### config.mk
export PLATFORM = sky130hd
export DESIGN_NAME = ramp_adc_ctrl
export DESIGN_NICKNAME = d
export VERILOG_FILES = /design/src/rtl/ramp_adc_pkg.sv /design/src/rtl/ramp_settle_timer.sv /design/src/rtl/ramp_step_counter.sv /design/src/rtl/ramp_seq_ctrl.sv /design/src/rtl/ramp_adc_ctrl.sv
export SDC_FILE = /design/constraint.sdc
export NUM_CORES = 1
export LEC_CHECK = 0
export ABC_AREA = 1
export BUFFER_PORTS_ARGS = -buffer_cell sky130_fd_sc_hd__buf_2
export CORE_MARGIN = 4
export CORE_UTILIZATION = 35
export CTS_CLUSTER_SIZE = 20
export DETAILED_ROUTE_END_ITERATION = 7
export PLACE_DENSITY = 0.67
export REMOVE_ABC_BUFFERS = 1
export SETUP_SLACK_MARGIN = 0.05
export SLEW_MARGIN = 20
export SYNTH_ARGS = -nofsm -noshare
export SYNTH_HDL_FRONTEND = slang
export SYNTH_SLANG_ARGS = --single-unit
### constraint.sdc
create_clock -name clk -period 1.5 [get_ports clk]
set_input_delay 0.15 -clock clk [delete_from_list [all_inputs] [get_ports clk]]
set_output_delay 0.15 -clock clk [all_outputs]
set_load 0.02 [all_outputs]
### src/rtl/ramp_adc_pkg.sv
package ramp_adc_pkg;
  typedef enum logic [1:0] {
    PH_IDLE   = 2'd0,
    PH_SETTLE = 2'd1,
    PH_RUN    = 2'd2
  } phase_t;
endpackage

### src/rtl/ramp_settle_timer.sv
module ramp_settle_timer #(
  parameter int SETTLE_CYC = 4
) (
  input  logic clk,
  input  logic rst,
  input  logic clear_i,
  input  logic tick_i,
  output logic expired_o
);
  localparam int TW = (SETTLE_CYC < 2) ? 1 : $clog2(SETTLE_CYC + 1);
  localparam logic [TW-1:0] LAST = TW'(SETTLE_CYC - 1);

  logic [TW-1:0] cnt_q;

  assign expired_o = (cnt_q == LAST);

  always_ff @(posedge clk) begin
    if (rst) begin
      cnt_q <= '0;
    end else if (clear_i) begin
      cnt_q <= '0;
    end else if (tick_i && !expired_o) begin
      cnt_q <= cnt_q + 1'b1;
    end
  end
endmodule

### src/rtl/ramp_step_counter.sv
module ramp_step_counter #(
  parameter int CODE_W = 8
) (
  input  logic              clk,
  input  logic              rst,
  input  logic              clear_i,
  input  logic              inc_i,
  output logic [CODE_W-1:0] count_o,
  output logic              at_max_o
);
  logic [CODE_W-1:0] cnt_q;

  assign count_o  = cnt_q;
  assign at_max_o = &cnt_q;

  always_ff @(posedge clk) begin
    if (rst) begin
      cnt_q <= '0;
    end else if (clear_i) begin
      cnt_q <= '0;
    end else if (inc_i) begin
      cnt_q <= cnt_q + 1'b1;
    end
  end
endmodule

### src/rtl/ramp_seq_ctrl.sv
module ramp_seq_ctrl #(
  parameter int CODE_W = 8
) (
  input  logic              clk,
  input  logic              rst,
  input  logic              start_i,
  input  logic              cmp_above_i,
  input  logic              settle_done_i,
  input  logic [CODE_W-1:0] count_i,
  input  logic              at_max_i,
  output logic              clear_o,
  output logic              tick_o,
  output logic              inc_o,
  output logic [CODE_W-1:0] result_o,
  output logic              busy_o,
  output logic              done_o,
  output logic              overrange_o
);
  import ramp_adc_pkg::*;

  phase_t            phase_q;
  logic [CODE_W-1:0] result_q;
  logic              done_q;
  logic              ovr_q;

  // Crossing has priority over reaching full scale.
  assign clear_o = (phase_q == PH_IDLE) && start_i;
  assign tick_o  = (phase_q == PH_SETTLE);
  assign inc_o   = (phase_q == PH_RUN) && !cmp_above_i && !at_max_i;

  always_ff @(posedge clk) begin
    if (rst) begin
      phase_q  <= PH_IDLE;
      result_q <= '0;
      done_q   <= 1'b0;
      ovr_q    <= 1'b0;
    end else begin
      done_q <= 1'b0;
      case (phase_q)
        PH_IDLE: begin
          if (start_i) begin
            phase_q <= PH_SETTLE;
            ovr_q   <= 1'b0;
          end
        end
        PH_SETTLE: begin
          if (settle_done_i) phase_q <= PH_RUN;
        end
        PH_RUN: begin
          if (cmp_above_i) begin
            phase_q  <= PH_IDLE;
            done_q   <= 1'b1;
            result_q <= count_i;
          end else if (at_max_i) begin
            phase_q  <= PH_IDLE;
            done_q   <= 1'b1;
            ovr_q    <= 1'b1;
            result_q <= count_i;
          end
        end
        default: phase_q <= PH_IDLE;
      endcase
    end
  end

  assign result_o    = result_q;
  assign busy_o      = (phase_q != PH_IDLE);
  assign done_o      = done_q;
  assign overrange_o = ovr_q;
endmodule

### src/rtl/ramp_adc_ctrl.sv
module ramp_adc_ctrl #(
  parameter int CODE_W     = 8,
  parameter int SETTLE_CYC = 4
) (
  input  logic              clk,
  input  logic              rst,
  input  logic              start_i,
  input  logic              cmp_above_i,
  output logic [CODE_W-1:0] dac_code_o,
  output logic [CODE_W-1:0] result_o,
  output logic              busy_o,
  output logic              done_o,
  output logic              overrange_o
);
  logic clr_w, tick_w, inc_w, settle_done_w, at_max_w;
  logic [CODE_W-1:0] count_w;

  ramp_settle_timer #(.SETTLE_CYC(SETTLE_CYC)) u_timer (
    .clk(clk), .rst(rst), .clear_i(clr_w), .tick_i(tick_w),
    .expired_o(settle_done_w)
  );

  ramp_step_counter #(.CODE_W(CODE_W)) u_count (
    .clk(clk), .rst(rst), .clear_i(clr_w), .inc_i(inc_w),
    .count_o(count_w), .at_max_o(at_max_w)
  );

  ramp_seq_ctrl #(.CODE_W(CODE_W)) u_seq (
    .clk(clk), .rst(rst), .start_i(start_i), .cmp_above_i(cmp_above_i),
    .settle_done_i(settle_done_w), .count_i(count_w), .at_max_i(at_max_w),
    .clear_o(clr_w), .tick_o(tick_w), .inc_o(inc_w),
    .result_o(result_o), .busy_o(busy_o), .done_o(done_o),
    .overrange_o(overrange_o)
  );

  assign dac_code_o = count_w;
endmodule

Word-level counts from Yosys, hierarchy flattened:

Index checks and enable logic that the tools add are counted.

* bits in registers: 23
* bits in read-only memories: 0
* word-level logic and storage cells: 47
* memories: 0
* input bits: 4
* bits in writable memories: 0
* bits in latches: 0
* output and inout port bits: 19

* shift operators: 0
* mux-type cells: 13
* equality and inequality tests: 8
* add/sub/neg operators: 2
* bitwise gates (word level): 1
* multiply operators: 0
* reductions and logical operators: 17
* magnitude comparators: 0
* divide/modulo/power cells: 0

Operators with widths (count)
* $mux 8: 2
* $add 8x1->8 const B: 1
* $mux 2: 4
* $reduce_and 8->1: 1
* $ne 2x2->1 const B: 3
* $pmux 2 s3: 1
* $reduce_bool 2->1: 3
* $mux 1: 5
* $logic_and 1x1->1: 4
* $reduce_and 4->1: 1
* $reduce_or 2->1: 2
* $add 3x1->3 const B: 1
* $eq 3x2->1 const B: 1
* $logic_not 1->1: 3
* $ne 3x2->1 const B: 1
* $reduce_and 3->1: 1
* $eq 2x1->1 const B: 1
* $eq 2x2->1 const B: 1
* $logic_not 2->1: 1
* $ne 2x1->1 const B: 1
* $pmux 1 s2: 1
* $reduce_and 2->1: 1
* $not 1->1: 1

Depth between registers and ports, before layout:

Gate-level depths: netlist of run 1.

* depth in word-level cells: 4
* gate-level depth with buffers: 8
* gate-level depth less buffers: 8

Cells and area by module:

From an unflattened synthesis of run 1, not the netlist that was laid out.

* cell total of the unflattened synthesis: 155
* area total of the unflattened synthesis: 1072.3 um2

By module, submodules not included
* ramp_seq_ctrl: cells an instance 79, times used 1, seq. area each 240.2 um2, area each 533.0 um2
* ramp_step_counter: cells an instance 53, times used 1, seq. area each 160.2 um2, area each 380.4 um2
* ramp_settle_timer: cells an instance 23, times used 1, seq. area each 60.1 um2, area each 158.9 um2

Worst setup path before layout of run 1:

No wires, ideal clock.

* path kind: register to register
* start point: register u_count.cnt_q[1], in the netlist u_count.count_o[1]
* end point: register u_seq.result_q[0], in the netlist u_seq.result_o[0]
* required time: 1.368 ns
* slack: -0.021 ns
* setup time: 0.132 ns
* period minus slack after synthesis: 1.521 ns
* stages on the path, launching flop included: 9
* arrival time: 1.389 ns
* path buffers: 0
* path through: dfxtp_1 > ha_1 > inv_1 > nor2_4 > nand2_2 > nand2_4 > nand2_2 > nand2_1 > a21oi_1

* longest elaborated chain between the ends: 3

RTL lines
* start, declared: line ramp_step_counter.sv:11 `logic [CODE_W-1:0] cnt_q;`
* start signal, assigned: line ramp_step_counter.sv:22 `cnt_q <= cnt_q + 1'b1;`
* $reduce_and 8->1: line ramp_step_counter.sv:14 `assign at_max_o = &cnt_q;`
* $reduce_bool 2->1 (no line)
* $reduce_and 2->1 (no line)
* end signal, assigned: line ramp_seq_ctrl.sv:53 `result_q <= count_i;`
* end signal, assigned: line ramp_seq_ctrl.sv:58 `result_q <= count_i;`
* end, declared: line ramp_seq_ctrl.sv:22 `logic [CODE_W-1:0] result_q;`

Every way passes these cells.
A chain may end at the register's enable or synchronous reset.

Worst setup path in the final report of run 1:

* start point: register u_timer.cnt_q[0]
* end point: register u_timer.cnt_q[0]

* longest elaborated chain between the ends: 3
* elaborated cells between the ends (all ways): 4
* those cells by class: add/sub: 1; eq/ne: 1; reduce/logical: 2

RTL lines
* start, declared: line ramp_settle_timer.sv:13 `logic [TW-1:0] cnt_q;`
* start signal, assigned: line ramp_settle_timer.sv:23 `cnt_q <= cnt_q + 1'b1;`
* parallel branches: the longest is 3 deep, another holds $add 3x1->3

Several ways; the timed one is not identified.

==> results_dict.tcl, run 1 <==
set metrics [dict create \
    fin_hold_ws_ns 0.1544 \
    drive_above_1_share_pct 27.12 \
    cts_setup_buffers 0 \
    num_antenna_cells 0 \
    stdcell_count 208 \
    yosys_warnings 0 \
    die_h_microns 62.18 \
    hold_class "input port to register" \
    whs_path_depth 3 \
    hold_end "u_seq.phase_q[0]" \
    worstReg2RegEnd "u_timer.cnt_q[0]" \
    worstSetupPathType "register to register" \
    synth.top_cell.area_share_pct 44.82 \
    ys.flop_type "dfxtp_1" \
    setup_viol 0 \
    fin_crit_sh_pct 93.21 \
    setup_slack_ns 0.1019 \
    cp-start-kind "register" \
    drv_cap 0 \
    grt_pass1_vias 962 \
    tritoncts "built" \
    netlist_instances 141 \
    r2r_slack_ns 0.10 \
    synth.area.top_cells "dfxtp_1 45%, nand2_1 15%, a21oi_1 9.7%" \
    synthToLayoutAreaGrowth_pct 25.82 \
    grtUsageTotal_pct 12.81 \
    avgSynthCellArea_sq_um 7.285 \
    ant_nets 0 \
    design_area_sq_um 1292 \
    cts_made_buffers 3 \
    overflow 0 \
    viasPerCell 4.803 \
    ctsHoldBuffers 0 \
    htreeDepth 1 \
    dpl_cell_area_sq_um 1247 \
    dpl.cell_count 203 \
    synth_edf_count 0 \
    clkLatencyLatePin_ns 0.31 \
    yosysSeqAreaShare_pct 44.82 \
    cp.required_ns 1.75 \
    syn_area_sq_um 1027 \
    rsz0062_at_grt "true" \
    status "finished, final reports clean" \
    nNetsFinal 185 \
    floorplan.die.width_microns 62.18 \
    cts-resized-gates 0 \
    endpoint_kind "register" \
    root_buffer "clkbuf_4" \
    drv_slew 0 \
    fmax_mhz 715.2 \
    power_uw 976.8 \
    vias 999 \
    ir_drop_mv 0.3599 \
    fin_setup_tns_ns 0 \
    hold_violations 0 \
    dp_hpwl_microns 1787 \
    grt_pass1_wl_microns 4077 \
    cp_max_fo 5 \
    power_density_nw_per_um2 755.7 \
    placementRows 19 \
    coreArea_sq_um 2781 \
    worstHoldStart "start_i" \
    drcViolationCount 0 \
    dieArea_sq_um 3866 \
    cts_sinks 23 \
    maxSlewHeadroom_pct 83.28 \
    reg2reg_depth 5 \
    tightest_slew_ns 0.2498 \
    wl_per_cell_microns 11.10 \
    arrival_ns 1.65 \
    ys_types 18 \
    grt_max_degree 13 \
    start_util_pct 36.93 \
    period_minus_slack_ns 1.398 \
    io_pins 23 \
    utilization_pct 46.47 \
    wirelength_microns 2309 \
    antenna_found_initial 0 \
    timing.rr.start "u_timer.cnt_q[0]" \
    synth-seq-cells 23 \
    drt_iter0_drc 31 \
    gp_congestion 0.7856 \
    finClkSkew_ns 0.002762 \
    firstDrtPassIters 4 \
    port_buffers 22 \
    clkSlewWorstSetupHoldPaths_ns 0.12 \
    ys_async_sr_fraction_pct 0 \
    clk_path_buf_depth 2 \
    leakagePower_nw 0.5828 \
    yosys.area.top_type "dfxtp_1" \
    pre_cts_slack_ns 0.08417 \
]
## synth_stat cells (2+ instances only)
cell type	count
a21oi_1	20
dfxtp_1	23
ha_1	3
inv_1	11
inv_2	3
nand2_1	40
nand2_2	3
nand2_4	2
nand3_1	14
nor2_1	12
o21ai_0	2
xor2_1	2
## cell families after synthesis
group                      after synthesis  synth area share [%]
and+or+nand+nor                         74                 32.28
AOI/OAI and AO/OA                       23                 11.21
DFF                                     23                 44.82
buffers and inverters                   15                 5.481
xor gates and xnor gates                 3                 2.558
adders and majority gates                3                 3.654
## routing by layer
metal	vias up	GRT usage [%]	part of all wire, %
met1	448	14.63	46
met2	19	21.37	46
met4	0	7.317	2.7
li1	523	-	-
met3	9	3.243	4.8
met5	-	0	0
## worst max-delay path by stage
stage / startpoint / endpoint
after floorplan: u_count.count_o[1] / u_seq.result_o[2]
after global placement: u_timer.cnt_q[0] / u_timer.cnt_q[0]
after detailed placement: u_timer.cnt_q[0] / u_timer.cnt_q[0]
after CTS: u_timer.cnt_q[0] / u_timer.cnt_q[0]
after global routing: u_timer.cnt_q[0] / u_timer.cnt_q[2]
final: u_timer.cnt_q[0] / u_timer.cnt_q[0]
## cell type report
type	count	area, sq um
sequential	23	461.7
clock buffer	4	26.28
timing repair buffer	32	185.2
multi-input combinational	104	528.0
inverter	14	52.55
tap	31	38.79
fill	289	1489
## registers in the layout (all words and copies together), names as in the netlist
name / flops
u_count.count_o: 8
u_seq.phase_q: 2
u_timer.cnt_q: 3
u_seq.done_o: 1
u_seq.result_o: 8
u_seq.overrange_o: 1
## cells in the final DEF, fill, tap and decap left out, drive strengths merged
cell type	n
nand2	46
buf	32
dfxtp	23
a21oi	20
nand3	14
inv	14
nor2	13
clkbuf	4
ha	3
o21ai	3
xor2	2
nand3b	1
or2	1
xnor2	1
## critical path, cell delays in order, from the launching register on
cell,delay (ns)
dfxtp_2,0.35
ha_1,0.19
ha_1,0.18
nand3b_1,0.24
or2_4,0.26
a21oi_1,0.11
## report_power, final
part           leakage, nW  switching (mW)  internal [mW]
sequential           0.186         0.00503          0.619
clock               0.0150           0.181          0.104
combinational        0.382          0.0429         0.0246
(Power assumes the default switching activity.)
==> run 2, diff against run 1 <==
--- a/config.mk
+++ b/config.mk
@@ -15,3 +15,3 @@
 export REMOVE_ABC_BUFFERS = 1
-export SETUP_SLACK_MARGIN = 0.05
+export SETUP_SLACK_MARGIN = 0.5
 export SLEW_MARGIN = 20
==> constraint.sdc (replaced) <==
create_clock -name clk -period 1.5 [get_ports clk]
set_input_delay 0.375 -clock clk [delete_from_list [all_inputs] [get_ports clk]]
set_output_delay 0.375 -clock clk [all_outputs]
set_load 0.02 [all_outputs]
==> run 2 against run 1 <==
Net effect:
- sequential share of layout area fell by 11 points
- register-to-register slack improved by 0.06 ns
- via count rose by 19%
- sequential power barely moved
- combinational power rose by 66%
- fmax rose by 4.1%
- count of clock-buffer cells in the layout fell by 1
- critical endpoint is now u_seq.result_o[7]
==> results_dict.tcl, run 2 (same netlist as run 1, synthesis figures left out) <==
set metrics [dict create \
    status "finished, final reports clean" \
    drv_cap 0 \
    coreArea_sq_um 2781 \
    grt_max_degree 14 \
    ant_nets 0 \
    crit_chain "ha_4 -> inv_2 -> nor2_4 -> nand2_8 -> nand2_8 -> nand2_8 -> nand2_2 -> a21oi_1" \
    ir_drop_mv 0.5075 \
    dieArea_sq_um 3866 \
    num_antenna_cells 0 \
    grt_pass1_vias 1244 \
    dp_hpwl_microns 1790 \
    clk_path_buf_depth 2 \
    design_area_sq_um 2017 \
    rsz0062_at_grt "true" \
    setup_viol 0 \
    cp-start-kind "register" \
    period_minus_slack_ns 1.343 \
    hold_class "input port to register" \
    utilization_pct 72.51 \
    drcViolationCount 0 \
    power_mw 1.037 \
    die_h_microns 62.18 \
    grtUsageTotal_pct 17.48 \
    hold_violations 0 \
    firstDrtPassIters 5 \
    fillerInstances 175 \
    drt_iter0_drc 53 \
    viasPerCell 5.047 \
    overflow 0 \
    htreeDepth 1 \
    clkSlewWorstSetupHoldPaths_ns 0.14 \
    dpl.cell_count 203 \
    endpoint_kind "register" \
    drv_slew 0 \
    wl_per_cell_microns 15.09 \
    final_common_cell "buf_6" \
    stdcell_count 235 \
    mostFrequentLayoutCells "30 x buf_6, 24 x buf_4, 22 x nand2_1" \
    root_buffer "clkbuf_4" \
    floorplan.die.width_microns 62.18 \
    fin_hold_ws_ns 0.3569 \
    fmax_mhz 744.6 \
    cts_sinks 23 \
    cts_made_buffers 3 \
    cpPeakStageDelay_ns 0.39 \
    fin_setup_tns_ns 0 \
    nNetsFinal 212 \
    tightest_slew_ns 0.3272 \
    cp_slowest_cell "dfxtp_4" \
    pre_cts_slack_ns 0.08232 \
    synthToLayoutAreaGrowth_pct 96.35 \
    wirelength_microns 3546 \
    cp_num_buf_inv 1 \
    antenna_found_initial 0 \
    gp_congestion 0.7698 \
    io_pins 23 \
    cp_top_family "simple AND/OR/NAND/NOR gates" \
    clkLatencyLatePin_ns 0.32 \
    drive_above_1_share_pct 71.57 \
    start_util_pct 36.93 \
    cp.required_ns 1.71 \
    finClkSkew_ns 0.006462 \
    setup_slack_ns 0.1570 \
    cpMostUsedCell "nand2_8" \
    vias 1186 \
    port_buffers 22 \
    maxSlewHeadroom_pct 78.16 \
    fin_crit_sh_pct 89.53 \
    worstSetupPathType "register to register" \
    arrival_ns 1.55 \
    grt_pass1_wl_microns 5671 \
    tritoncts "built" \
    placementRows 19 \
    power_density_nw_per_um2 514.4 \
    cp_max_fo 6 \
    leakagePower_nw 0.8119 \
    dpl_cell_area_sq_um 1247 \
]
## run 2: area by class of cell
| class | count | area, sq um | share of cell area, % |
|---|---|---|---|
| clock inverter | 1 | 5.005 | 0.2481 |
| multi-input combinational | 106 | 864.6 | 42.87 |
| tap | 31 | 38.79 | 1.923 |
| clock buffer | 3 | 22.52 | 1.117 |
| inverter | 14 | 62.56 | 3.102 |
| timing repair buffer | 57 | 533.0 | 26.43 |
| sequential | 23 | 490.5 | 24.32 |
## run 2: power breakdown
group / internal (mW) / switching [mW]
Combinational: 0.0455 / 0.0670
Sequential: 0.618 / 0.00749
Clock: 0.0999 / 0.200
## run 2: path summary, 6_finish.rpt
| check | slack (ns) | depth (start not counted) | to | startpoint |
|---|---|---|---|---|
| worst max register to register | 0.16 | 8 | u_seq.result_o[7] | u_count.count_o[1] |
| worst min-delay path | 0.36 | 3 | u_seq.phase_q[0] | start_i |
| worst max-delay path | 0.16 | 8 | u_seq.result_o[7] | u_count.count_o[1] |
| worst min register to register | 0.47 | 2 | u_seq.result_o[3] | u_seq.result_o[3] |
## run 2: metal layers
| layer | up-vias | global-route usage [%] | wire (microns) |
|---|---|---|---|
| li1 | 588 | - | - |
| met1 | 570 | 20.69 | 1489 |
| met2 | 25 | 31.74 | 1906 |
| met3 | 3 | 3.604 | 134 |
| met4 | 0 | 4.065 | 16 |
| met5 | - | 0 | 0 |
## run 2: worst register-to-register path, stage by stage (launching register included)
cell and delay [ns]:
dfxtp_4 0.39, ha_4 0.14, inv_2 0.04, nor2_4 0.17, nand2_8 0.13, nand2_8 0.14, nand2_8 0.09, nand2_2 0.07
a21oi_1 0.06
## run 2: timing repair
item                                    CTS  global route
gates cloned                              3             0
hold endpoints to repair                  0             0
setup buffers                            20             5
pin swaps                                18            17
resized for setup                       117            38
endpoints found under the setup margin   42            42
hold buffers                              0             0
==> run 3, diff against run 2 <==
PLACE_DENSITY = default   (was 0.67)
==> run 3 against run 2 <==
Net effect:
- die area did not move
- sequential power barely moved
- largest power group unchanged
- sequential cell count did not move
- fmax rose by 1.8%
- worst setup slack improved by 0.023 ns
- sequential share of layout area rose by 0.16 points
- clock skew fell by 0.0016 ns
- final cell count rose by 3.0%
- wire length fell by 2.0%
- global-route usage fell by 1.1 points
- critical path type unchanged
==> results_dict.tcl, run 3 (same netlist as run 1, synthesis figures left out) <==
set metrics [dict create \
    dp_hpwl_microns 1804 \
    wl_per_cell_microns 14.36 \
    cpPeakStageDelay_ns 0.38 \
    wirelength_microns 3475 \
    hold_violations 0 \
    finClkSkew_ns 0.004837 \
    drv_slew 0 \
    cp-start-kind "register" \
    arrival_ns 1.53 \
    root_buffer "clkbuf_4" \
    synthToLayoutAreaGrowth_pct 94.03 \
    fin_setup_tns_ns 0 \
    cp_slowest_cell "dfxtp_2" \
    cp_max_fo 5 \
    die_h_microns 62.18 \
    mostFrequentLayoutCells "36 x buf_6, 28 x nand2_1, 26 x buf_4" \
    firstDrtPassIters 4 \
    floorplan.die.width_microns 62.18 \
    viasPerCell 5.140 \
    io_pins 23 \
    ir_drop_mv 0.5350 \
    cp.required_ns 1.71 \
    endpoint_kind "register" \
    final_common_cell "buf_6" \
    ctsHoldBuffers 0 \
    vias 1244 \
    start_util_pct 36.93 \
    power_mw 1.049 \
    multi_input_area_sq_um 765.7 \
    dpl_cell_area_sq_um 1247 \
    grtUsageTotal_pct 16.34 \
    status "finished, final reports clean" \
    worstSetupPathType "register to register" \
    fillerInstances 172 \
    drt_iter0_drc 43 \
    grt_pass1_wl_microns 5313 \
    cpMostUsedCell "nand2_1" \
    design_area_sq_um 1993 \
    cp_num_buf_inv 2 \
    clkSlewWorstSetupHoldPaths_ns 0.13 \
    setup_viol 0 \
    overflow 0 \
    drv_cap 0 \
    utilization_pct 71.66 \
    power_density_nw_per_um2 526.4 \
    port_buffers 22 \
    setup_slack_ns 0.1804 \
    crit_chain "ha_4 -> inv_2 -> nor2_4 -> nand2_4 -> buf_4 -> nand3_2 -> nand2_1 -> nand2_1 -> nor2_1" \
    leakagePower_nw 0.8467 \
    ant_nets 0 \
    cts_sinks 23 \
    num_antenna_cells 0 \
    rsz0062_at_grt "true" \
    grt_max_degree 14 \
    fmax_mhz 757.8 \
    drive_above_1_share_pct 67.77 \
    gp_congestion 0.8002 \
    grt_pass1_vias 1169 \
    cp_top_family "simple AND/OR/NAND/NOR gates" \
    pre_cts_slack_ns 0.04955 \
    hold_class "input port to register" \
    fin_crit_sh_pct 87.97 \
    maxSlewHeadroom_pct 79.61 \
    tightest_slew_ns 0.3054 \
    placementRows 19 \
    r2r_slack_ns 0.18 \
    drcViolationCount 0 \
    seq_area_sq_um 488.0 \
    clkLatencyLatePin_ns 0.31 \
    cts_made_buffers 3 \
    dieArea_sq_um 3866 \
    coreArea_sq_um 2781 \
    clk_path_buf_depth 2 \
    period_minus_slack_ns 1.320 \
    nNetsFinal 219 \
    htreeDepth 1 \
    antenna_found_initial 0 \
    tritoncts "built" \
]
-- run 3: cell types whose count changed in the layout (fill, tap and decap cells not counted), sizes merged --
cell | before | now
buf | 57 | 65
nand2 | 48 | 47
-- run 3: power by group --
part | switching [mW] | internal, mW
Sequential | 0.00671 | 0.619
Clock | 0.190 | 0.0995
Combinational | 0.0726 | 0.0604
Total | 0.270 | 0.779
-- run 3: area by class of cell --
type	count	area share [%]
inverters	14	2.888
clock buffers	3	1.130
clock inverters	1	0.2511
well taps	31	1.946
flip-flops and latches	23	24.48
multi-input cells	105	38.42
repair buffers	65	30.89
-- run 3: worst paths after layout --
path,to,from,cells past startpoint
worst max-delay path,u_count.count_o[5],u_count.count_o[0],9
worst min-delay path,u_seq.phase_q[0],rst,2
worst max register to register,u_count.count_o[5],u_count.count_o[0],9
worst min register to register,u_seq.result_o[5],u_seq.result_o[5],2
-- run 3: metrics by stage --
stage	instances	hold WS, ns
6_report	242	0.3963
5_1_grt	242	0.4085
2_1_floorplan	140	0.4441
4_1_cts	233	0.3344
3_5_place_dp	203	0.4527
3_3_place_gp	203	0.4472
-- run 3: worst reg2reg max path, delay by kind of cell (launching register included) --
family	cells	cell delay (ns)
fa+ha+maj	1	0.14
buf+inv	2	0.20
flops	1	0.38
simple gates	6	0.49
-- run 3: layer usage --
layer,part of all wire [%],up-vias,track usage (%)
li1,-,599,-
met1,41,585,19.65
met2,51,46,30.18
met3,5.6,14,3.063
met4,2.7,0,2.439
met5,0,-,0
-- run 3: what timing repair did --
item	in CTS	in global routing
resized for setup	105	36
endpoints found under the setup margin	42	42
pin swaps	15	17
setup buffers	24	9
cloned	2	0
